===== config.mk =====
export PLATFORM = sky130hd
export DESIGN_NAME = dep_steer
export DESIGN_NICKNAME = d
export VERILOG_FILES = /design/src/rtl/steer_pkg.sv /design/src/rtl/steer_prod_table.sv /design/src/rtl/steer_empty_track.sv /design/src/rtl/dep_steer.sv
export SDC_FILE = /design/constraint.sdc
export NUM_CORES = 1
export LEC_CHECK = 0
export ABC_CLOCK_PERIOD_IN_PS = 5600
export BUFFER_PORTS_ARGS = -buffer_cell sky130_fd_sc_hd__buf_2
export CAP_MARGIN = 20
export CORE_ASPECT_RATIO = 0.75
export CORE_UTILIZATION = 45
export DETAILED_ROUTE_END_ITERATION = 6
export GPL_TIMING_DRIVEN = 0
export SYNTH_ARGS = -nofsm -noshare
export SYNTH_HDL_FRONTEND = slang
export SYNTH_HIERARCHICAL = 1
export SYNTH_SLANG_ARGS = --single-unit

===== constraint.sdc =====
create_clock -name clk -period 5.6 [get_ports clk]
set_clock_uncertainty 0.2 [all_clocks]
set_input_delay 1.12 -clock clk [delete_from_list [all_inputs] [get_ports clk]]
set_output_delay 1.12 -clock clk [all_outputs]
set_load 0.1 [all_outputs]

===== src/rtl/steer_pkg.sv =====
`timescale 1ns/1ps
package steer_pkg;
  typedef enum logic [1:0] {
    PICK_NONE   = 2'd0,
    PICK_NEW    = 2'd1,
    PICK_APPEND = 2'd2,
    PICK_SPILL  = 2'd3
  } pick_kind_e;
endpackage


===== src/rtl/steer_prod_table.sv =====
`timescale 1ns/1ps
module steer_prod_table #(
  parameter int NUM_REGS = 16,
  parameter int BUF_W    = 4,
  parameter int TAG_W    = 4,
  localparam int REG_W   = (NUM_REGS > 1) ? $clog2(NUM_REGS) : 1
) (
  input  logic             clk,
  input  logic             rst_n,
  input  logic [REG_W-1:0] rd0_idx,
  input  logic [REG_W-1:0] rd1_idx,
  output logic             rd0_live,
  output logic [BUF_W-1:0] rd0_buf,
  output logic             rd0_cons,
  output logic             rd1_live,
  output logic [BUF_W-1:0] rd1_buf,
  output logic             rd1_cons,
  input  logic             wr_en,
  input  logic [REG_W-1:0] wr_reg,
  input  logic [BUF_W-1:0] wr_buf,
  input  logic [TAG_W-1:0] wr_tag,
  input  logic             mark0_en,
  input  logic [REG_W-1:0] mark0_reg,
  input  logic             mark1_en,
  input  logic [REG_W-1:0] mark1_reg,
  input  logic             cmp_valid,
  input  logic [BUF_W-1:0] cmp_buf,
  input  logic [TAG_W-1:0] cmp_tag
);
  logic [NUM_REGS-1:0] live_q, live_d;
  logic [NUM_REGS-1:0] cons_q, cons_d;
  logic [BUF_W-1:0]    buf_q [NUM_REGS];
  logic [TAG_W-1:0]    tag_q [NUM_REGS];

  assign rd0_live = live_q[rd0_idx];
  assign rd0_buf  = buf_q[rd0_idx];
  assign rd0_cons = cons_q[rd0_idx];
  assign rd1_live = live_q[rd1_idx];
  assign rd1_buf  = buf_q[rd1_idx];
  assign rd1_cons = cons_q[rd1_idx];

  always_comb begin
    live_d = live_q;
    cons_d = cons_q;
    for (int r = 0; r < NUM_REGS; r++) begin
      if (cmp_valid && live_q[r] && buf_q[r] == cmp_buf && tag_q[r] == cmp_tag) begin
        live_d[r] = 1'b0;
        cons_d[r] = 1'b0;
      end
      if ((mark0_en && mark0_reg == REG_W'(r)) || (mark1_en && mark1_reg == REG_W'(r)))
        cons_d[r] = 1'b1;
      if (wr_en && wr_reg == REG_W'(r)) begin
        live_d[r] = 1'b1;
        cons_d[r] = 1'b0;
      end
    end
  end

  always_ff @(posedge clk or negedge rst_n) begin
    if (!rst_n) begin
      live_q <= '0;
      cons_q <= '0;
    end else begin
      live_q <= live_d;
      cons_q <= cons_d;
    end
  end

  always_ff @(posedge clk) begin
    if (wr_en) begin
      buf_q[wr_reg] <= wr_buf;
      tag_q[wr_reg] <= wr_tag;
    end
  end

  p_dest_write_r8: assert property (@(posedge clk) disable iff (!rst_n)
    wr_en |=> live_q[$past(wr_reg)] && !cons_q[$past(wr_reg)]);

  for (genvar r = 0; r < NUM_REGS; r++) begin : g_cmp_chk
    p_complete_kills_r9: assert property (@(posedge clk) disable iff (!rst_n)
      (cmp_valid && live_q[r] && buf_q[r] == cmp_buf && tag_q[r] == cmp_tag &&
       !(wr_en && wr_reg == REG_W'(r))) |=> !live_q[r]);
  end
endmodule


===== src/rtl/steer_empty_track.sv =====
`timescale 1ns/1ps
module steer_empty_track #(
  parameter int NUM_BUF      = 16,
  parameter int BUF_W        = 4,
  parameter int BUFS_PER_CLU = 8,
  parameter int NUM_CLU      = 2
) (
  input  logic                            clk,
  input  logic                            rst_n,
  input  logic                            fill_en,
  input  logic [BUF_W-1:0]                fill_buf,
  input  logic [NUM_BUF-1:0]              occupied,
  output logic [NUM_BUF-1:0]              empty_vec,
  output logic [NUM_CLU-1:0]              clu_found,
  output logic [NUM_CLU-1:0][BUF_W-1:0]   clu_idx,
  output logic                            any_found,
  output logic [BUF_W-1:0]                any_idx
);
  logic [NUM_BUF-1:0] empty_q, empty_d;

  assign empty_vec = empty_q;

  always_comb begin
    for (int b = 0; b < NUM_BUF; b++) begin
      if (fill_en && fill_buf == BUF_W'(b)) empty_d[b] = 1'b0;
      else if (!occupied[b])                empty_d[b] = 1'b1;
      else                                  empty_d[b] = empty_q[b];
    end
  end

  always_ff @(posedge clk or negedge rst_n) begin
    if (!rst_n) empty_q <= '1;
    else        empty_q <= empty_d;
  end

  always_comb begin
    any_found = 1'b0;
    any_idx   = '0;
    for (int b = NUM_BUF-1; b >= 0; b--) begin
      if (empty_q[b]) begin
        any_found = 1'b1;
        any_idx   = BUF_W'(b);
      end
    end
  end

  for (genvar c = 0; c < NUM_CLU; c++) begin : g_clu
    logic             fnd;
    logic [BUF_W-1:0] idx;
    always_comb begin
      fnd = 1'b0;
      idx = '0;
      for (int i = BUFS_PER_CLU-1; i >= 0; i--) begin
        if ((c*BUFS_PER_CLU + i) < NUM_BUF) begin
          if (empty_q[c*BUFS_PER_CLU + i]) begin
            fnd = 1'b1;
            idx = BUF_W'(c*BUFS_PER_CLU + i);
          end
        end
      end
    end
    assign clu_found[c] = fnd;
    assign clu_idx[c]   = idx;
  end

  p_fill_clears_r10: assert property (@(posedge clk) disable iff (!rst_n)
    fill_en |=> !empty_vec[$past(fill_buf)]);
endmodule


===== src/rtl/dep_steer.sv =====
`timescale 1ns/1ps
module dep_steer #(
  parameter int NUM_EU      = 8,
  parameter int BUFS_PER_EU = 2,
  parameter int EU_PER_CLU  = 4,
  parameter int NUM_REGS    = 16,
  parameter int TAG_W       = 4,
  localparam int NUM_BUF      = NUM_EU * BUFS_PER_EU,
  localparam int BUF_W        = (NUM_BUF > 1) ? $clog2(NUM_BUF) : 1,
  localparam int EU_W         = (NUM_EU > 1) ? $clog2(NUM_EU) : 1,
  localparam int REG_W        = (NUM_REGS > 1) ? $clog2(NUM_REGS) : 1,
  localparam int NUM_CLU      = (NUM_EU + EU_PER_CLU - 1) / EU_PER_CLU,
  localparam int BUFS_PER_CLU = EU_PER_CLU * BUFS_PER_EU,
  localparam int CLU_W        = (NUM_CLU > 1) ? $clog2(NUM_CLU) : 1
) (
  input  logic               clk,
  input  logic               rst_n,
  input  logic               in_valid,
  input  logic               in_dst_vld,
  input  logic [REG_W-1:0]   in_dst,
  input  logic               in_src0_vld,
  input  logic [REG_W-1:0]   in_src0,
  input  logic               in_src1_vld,
  input  logic [REG_W-1:0]   in_src1,
  input  logic [TAG_W-1:0]   in_tag,
  input  logic               cmp_valid,
  input  logic [BUF_W-1:0]   cmp_buf,
  input  logic [TAG_W-1:0]   cmp_tag,
  input  logic [NUM_BUF-1:0] buf_occupied,
  output logic               steer_accept,
  output logic               steer_stall,
  output logic [BUF_W-1:0]   steer_buf,
  output logic [1:0]         ntf_valid,
  output logic [BUF_W-1:0]   ntf_buf0,
  output logic [BUF_W-1:0]   ntf_buf1,
  output logic [EU_W-1:0]    ntf_eu
);
  import steer_pkg::*;

  function automatic logic [EU_W-1:0] eu_of(input logic [BUF_W-1:0] b);
    return EU_W'(32'(b) / BUFS_PER_EU);
  endfunction

  function automatic logic [CLU_W-1:0] clu_of(input logic [BUF_W-1:0] b);
    return CLU_W'(32'(b) / BUFS_PER_CLU);
  endfunction

  logic [1:0] rs_q;
  logic       rst_int_n;
  always_ff @(posedge clk or negedge rst_n) begin
    if (!rst_n) rs_q <= 2'b00;
    else        rs_q <= {rs_q[0], 1'b1};
  end
  assign rst_int_n = rs_q[1];

  logic             rd0_live, rd0_cons, rd1_live, rd1_cons;
  logic [BUF_W-1:0] rd0_buf, rd1_buf;
  logic             out0, out1, free0, free1;
  logic             pick_ok;
  logic [BUF_W-1:0] pick_buf;
  pick_kind_e       pick_kind;
  logic [NUM_BUF-1:0]            empty_vec;
  logic [NUM_CLU-1:0]            clu_found;
  logic [NUM_CLU-1:0][BUF_W-1:0] clu_idx;
  logic             any_found;
  logic [BUF_W-1:0] any_idx;
  logic [CLU_W-1:0] clu0, clu1;
  logic [EU_W-1:0]  pick_eu;

  steer_prod_table #(.NUM_REGS(NUM_REGS), .BUF_W(BUF_W), .TAG_W(TAG_W)) i_table (
    .clk(clk), .rst_n(rst_int_n),
    .rd0_idx(in_src0), .rd1_idx(in_src1),
    .rd0_live(rd0_live), .rd0_buf(rd0_buf), .rd0_cons(rd0_cons),
    .rd1_live(rd1_live), .rd1_buf(rd1_buf), .rd1_cons(rd1_cons),
    .wr_en(steer_accept && in_dst_vld), .wr_reg(in_dst), .wr_buf(pick_buf), .wr_tag(in_tag),
    .mark0_en(steer_accept && out0), .mark0_reg(in_src0),
    .mark1_en(steer_accept && out1), .mark1_reg(in_src1),
    .cmp_valid(cmp_valid), .cmp_buf(cmp_buf), .cmp_tag(cmp_tag)
  );

  steer_empty_track #(.NUM_BUF(NUM_BUF), .BUF_W(BUF_W), .BUFS_PER_CLU(BUFS_PER_CLU),
                      .NUM_CLU(NUM_CLU)) i_empty (
    .clk(clk), .rst_n(rst_int_n),
    .fill_en(steer_accept), .fill_buf(pick_buf), .occupied(buf_occupied),
    .empty_vec(empty_vec), .clu_found(clu_found), .clu_idx(clu_idx),
    .any_found(any_found), .any_idx(any_idx)
  );

  assign out0  = in_src0_vld && rd0_live;
  assign out1  = in_src1_vld && rd1_live && !(out0 && in_src1 == in_src0);
  assign free0 = out0 && !rd0_cons;
  assign free1 = out1 && !rd1_cons;
  assign clu0  = clu_of(rd0_buf);
  assign clu1  = clu_of(rd1_buf);

  always_comb begin
    pick_ok   = 1'b0;
    pick_buf  = '0;
    pick_kind = PICK_NONE;
    if (!out0 && !out1) begin
      pick_ok = any_found; pick_buf = any_idx; pick_kind = PICK_NEW;
    end else if (free0) begin
      pick_ok = 1'b1; pick_buf = rd0_buf; pick_kind = PICK_APPEND;
    end else if (free1) begin
      pick_ok = 1'b1; pick_buf = rd1_buf; pick_kind = PICK_APPEND;
    end else if (out0 && clu_found[clu0]) begin
      pick_ok = 1'b1; pick_buf = clu_idx[clu0]; pick_kind = PICK_SPILL;
    end else if (out1 && clu_found[clu1]) begin
      pick_ok = 1'b1; pick_buf = clu_idx[clu1]; pick_kind = PICK_SPILL;
    end
  end

  assign steer_accept = in_valid && pick_ok;
  assign steer_stall  = in_valid && !pick_ok;
  assign steer_buf    = pick_buf;
  assign pick_eu      = eu_of(pick_buf);
  assign ntf_eu       = pick_eu;
  assign ntf_buf0     = rd0_buf;
  assign ntf_buf1     = rd1_buf;
  assign ntf_valid[0] = steer_accept && out0 && (eu_of(rd0_buf) != pick_eu);
  assign ntf_valid[1] = steer_accept && out1 && (eu_of(rd1_buf) != pick_eu);

  p_new_chain_empty_r2: assert property (@(posedge clk) disable iff (!rst_int_n)
    (steer_accept && pick_kind == PICK_NEW) |-> empty_vec[steer_buf]);
  p_spill_empty_r4: assert property (@(posedge clk) disable iff (!rst_int_n)
    (steer_accept && pick_kind == PICK_SPILL) |-> empty_vec[steer_buf]);
  p_stall_excl_r6: assert property (@(posedge clk) disable iff (!rst_int_n)
    steer_stall |-> !steer_accept);
  p_notify_needs_accept_r7: assert property (@(posedge clk) disable iff (!rst_int_n)
    (ntf_valid != 2'b00) |-> steer_accept);
endmodule


==> run_results.csv <==
group,metric,value,unit
outcome,run_status,"finished with violations",
outcome,violations,"negative setup slack",
floorplanning,dieArea,23600,µm²
job,cap_viol_max_count,0,
synthesis,synth_seq_cells,178,
drt,drc,0,
global_route,grt_overflow,0,
power,ir_worst_vdd,0.000196,V
synthesis,synth_cells,805,
synthesis,synth_edf_count,128,
synthesis,synth_flop_cell,"edfxtp_1",
sta,min_period_over_period,1.00,
worst_setup_path,crit_path_max_fanout,10,
clock_tree,ctsHoldBuffers,0,
global_route,grt_antenna_before_repair,1,
worst_setup_path,cp_top_family,"compound AO/OA/AOI/OAI gates",
worst_setup_path,worstSetupPathType,"in2out",
synthesis,synth_top_area_frac,0.372,
sta,tns,-0.00290,ns
floorplanning,die_x,177,µm
floorplanning,start_util,0.463,
clock_tree,numCtsBuffers,17,
floorplanning,fp.dieH,133,µm
clock_tree,cts_tree,"done",
finish,final_core_util,0.552,
clock_tree,clk_latency,0.44,ns
drt,ant_nets,0,
sta,tightest_slew,0.956,ns
global_route,grt_pass1_vias,7543,
synthesis,yosysTopAreaCell,"edfxtp_1",
sta,setup_violations,1,
drt,top_layer,"met4",
clock_tree,cts-root-buf,"clkbuf_16",
power,p_per_area,329,nW/µm²
placement,gp_congestion,0.954,
drt,drt_iter0_markers,1004,
sta,rsz0062_at_grt,"yes",
synthesis,syn_avg_cell_area,12.8,µm²
floorplanning,rows,47,
finish,drive_gt1_frac,0.302,
synthesis,yosys_warnings,6,
worst_setup_path,cp.arrival,4.28,ns
synthesis,async_flop_share,0.281,
floorplanning,io_pins,66,
global_route,track_usage,0.298,
placement,dp_slack,-1.09,ns
synthesis,synthTopCellsByArea,"edfxtp_1 (37%), xor2_1 (9.5%), dfrtp_1 (8.2%), mux4_1 (6.1%), mux4_2 (4.8%)",
worst_setup_path,start_kind,"input pin",
clock_tree,clk_pin_slew,0.07,ns
finish,syn2layout_area_growth,19.0,%
floorplanning,core-area,22300,µm²
synthesis,netlist_area,10300,µm²
worst_setup_path,path_buf_inv,5,
drt,via_per_inst,6.38,
sta,setup_slack,-0.00290,ns
power,power,4.05,mW
sta,hold_violations,0,
drt,wl_met1,14900,µm
min_path,hold_path_class,"reg2reg",
finish,diodes,0,
finish,nNetsFinal,966,
sta,slew_viol_final,0,
synthesis,yosysUniqueCellTypes,76,
worst_setup_path,cpPeakStageDelay,0.51,ns
worst_setup_path,cp-end-kind,"primary output",
synthesis,synthesis.nets,852,
sta,slew_headroom,0.362,
drt,dr_wl_met2,15000,µm
placement,dp_hpwl,23600,µm
clock_tree,cts_sinks,178,
worst_setup_path,crit_slowest_cell,"or4_1",
drt,wl,34100,µm
drt,drt_first_pass_iters,5,
clock_tree,h-tree-depth,4,
sta,max_freq,0.178,GHz
sta,fin_crit,5.60,ns
global_route,grt_max_degree,37,
power,leakage,4.68,nW
worst_setup_path,cp.required,4.28,ns
clock_tree,clk_path_buf_depth,2,
synthesis,yosysMostFrequentCell,"edfxtp_1",
synthesis,yosys-top-cells-count,"edfxtp_1 (128), xor2_1 (112), nor2_1 (40)",
worst_setup_path,cp_cell_sequence,"buf_2 > buf_8 > buf_12 > mux4_2 > a22oi_2 > nand2_4 > mux2i_4 > a21oi_4 > a311o_1 > buf_4 > nor2_1 > or4_1 > o31a_4 > buf_12",
placement,io_buffers,57,
drt,wire_per_inst,27.8,µm
drt,dr_total_vias,7822,
synthesis,seq_area_frac_synth,0.495,
global_route,grt_pass1_wl,49800,µm
drt,wl_met3,3280,µm
worst_setup_path,path_common_cell,"buf_12",
final cells by class:
class	count	area (µm²)
timing repair buffer	97	696
inverter	26	97.6
tap	294	368
sequential	178	5120
clock inverter	10	82.6
fill	1864	10000
clock buffer	22	507
multi-input combinational	561	5050
buffer	38	372
report_power, final:
part	switching, mW	internal, mW
sequential	0.102	1.57
combinational	0.775	0.415
clock	0.531	0.655
worst register-to-register path: stages, from the launching register on:
cell and delay (ns):
dfrtp_1 0.41, mux4_1 0.54, a22oi_2 0.29, nand2_2 0.11, and2_4 0.17, buf_4 0.18
nand2_1 0.13, o21ai_0 0.24, o211a_1 0.34, nor2_4 0.22, and2_1 0.27, or3b_1 0.37
clkbuf_1 0.21, nor3_2 0.75
worst paths after layout:
check                                    from                    end  slack, ns  cells past startpoint
min                                   rs_q[0]                rs_q[1]       0.16                      0
min reg2reg                           rs_q[0]                rs_q[1]       0.16                      0
max                                in_src1[1]           ntf_valid[1]     -0.003                     14
min in group asynchronous             rs_q[1]  i_empty/empty_vec[13]       0.22                      0
max in group asynchronous             rs_q[1]   i_empty/empty_vec[1]       4.67                      1
max reg2reg                i_table/live_q[13]    i_table/tag_q[0][2]       0.77                     13
logic make-up (layout without fill, tap and decap cells):
| family | Yosys count | in the layout | share of synthesized area |
|---|---|---|---|
| DFF | 178 | 178 | 0.495 |
| xor gates and xnor gates | 133 | 133 | 0.113 |
| muxes | 58 | 58 | 0.124 |
| other | 2 | 2 | 0.000727 |
| buffers and inverters | 69 | 193 | 0.0411 |
| AOI/OAI and AO/OA | 155 | 157 | 0.109 |
| and+or+nand+nor | 210 | 211 | 0.117 |
what timing repair did:
action,in CTS,in global routing
resized for setup,66,10
endpoints found under the setup margin,69,8
hold endpoints to repair,0,0
cloned,4,0
pin swaps,16,11
buffers inserted,31,4
state kept, by name, indices dropped and copies added, names as in the netlist:
name	count
i_empty/empty_vec	16
i_table/buf_q	64
i_table/cons_q	16
i_table/live_q	16
i_table/tag_q	64
rs_q	2
layout by cell type (no fill, tap or decap), types with 6 or more instances in the layout:
master / instances
a21o_1: 18
a21oi_1: 17
a22oi_1: 18
a22oi_2: 10
a31oi_1: 16
and3_1: 18
buf_12: 10
buf_2: 55
buf_4: 52
buf_6: 6
clkbuf_16: 19
dfrtp_1: 33
dfstp_2: 16
edfxtp_1: 128
inv_1: 26
mux4_1: 20
mux4_2: 26
nand2_1: 27
nand2b_1: 9
nand3_1: 21
nand3b_1: 6
nor2_1: 35
nor2b_1: 15
nor3_1: 20
nor4_1: 7
nor4_2: 12
o22a_1: 12
o22ai_1: 16
xnor2_1: 20
xor2_1: 112
per-stage QoR:
step                instance area, µm²  hold WS [ns]  instances
floorplan                        10500         0.131        805
global placement                 11100         0.140       1156
detailed placement               11200         0.152       1159
CTS                              12200         0.169       1223
global route                     12300         0.183       1226
finish                           12300         0.159       1226
layer usage:
metal / track usage / vias to the layer above
li1: - / 3312
met1: 0.432 / 3952
met2: 0.437 / 483
met3: 0.0719 / 75
met4: 0.0996 / 0
met5: 0 / -
No activity file was read; power rests on OpenSTA's default activity.
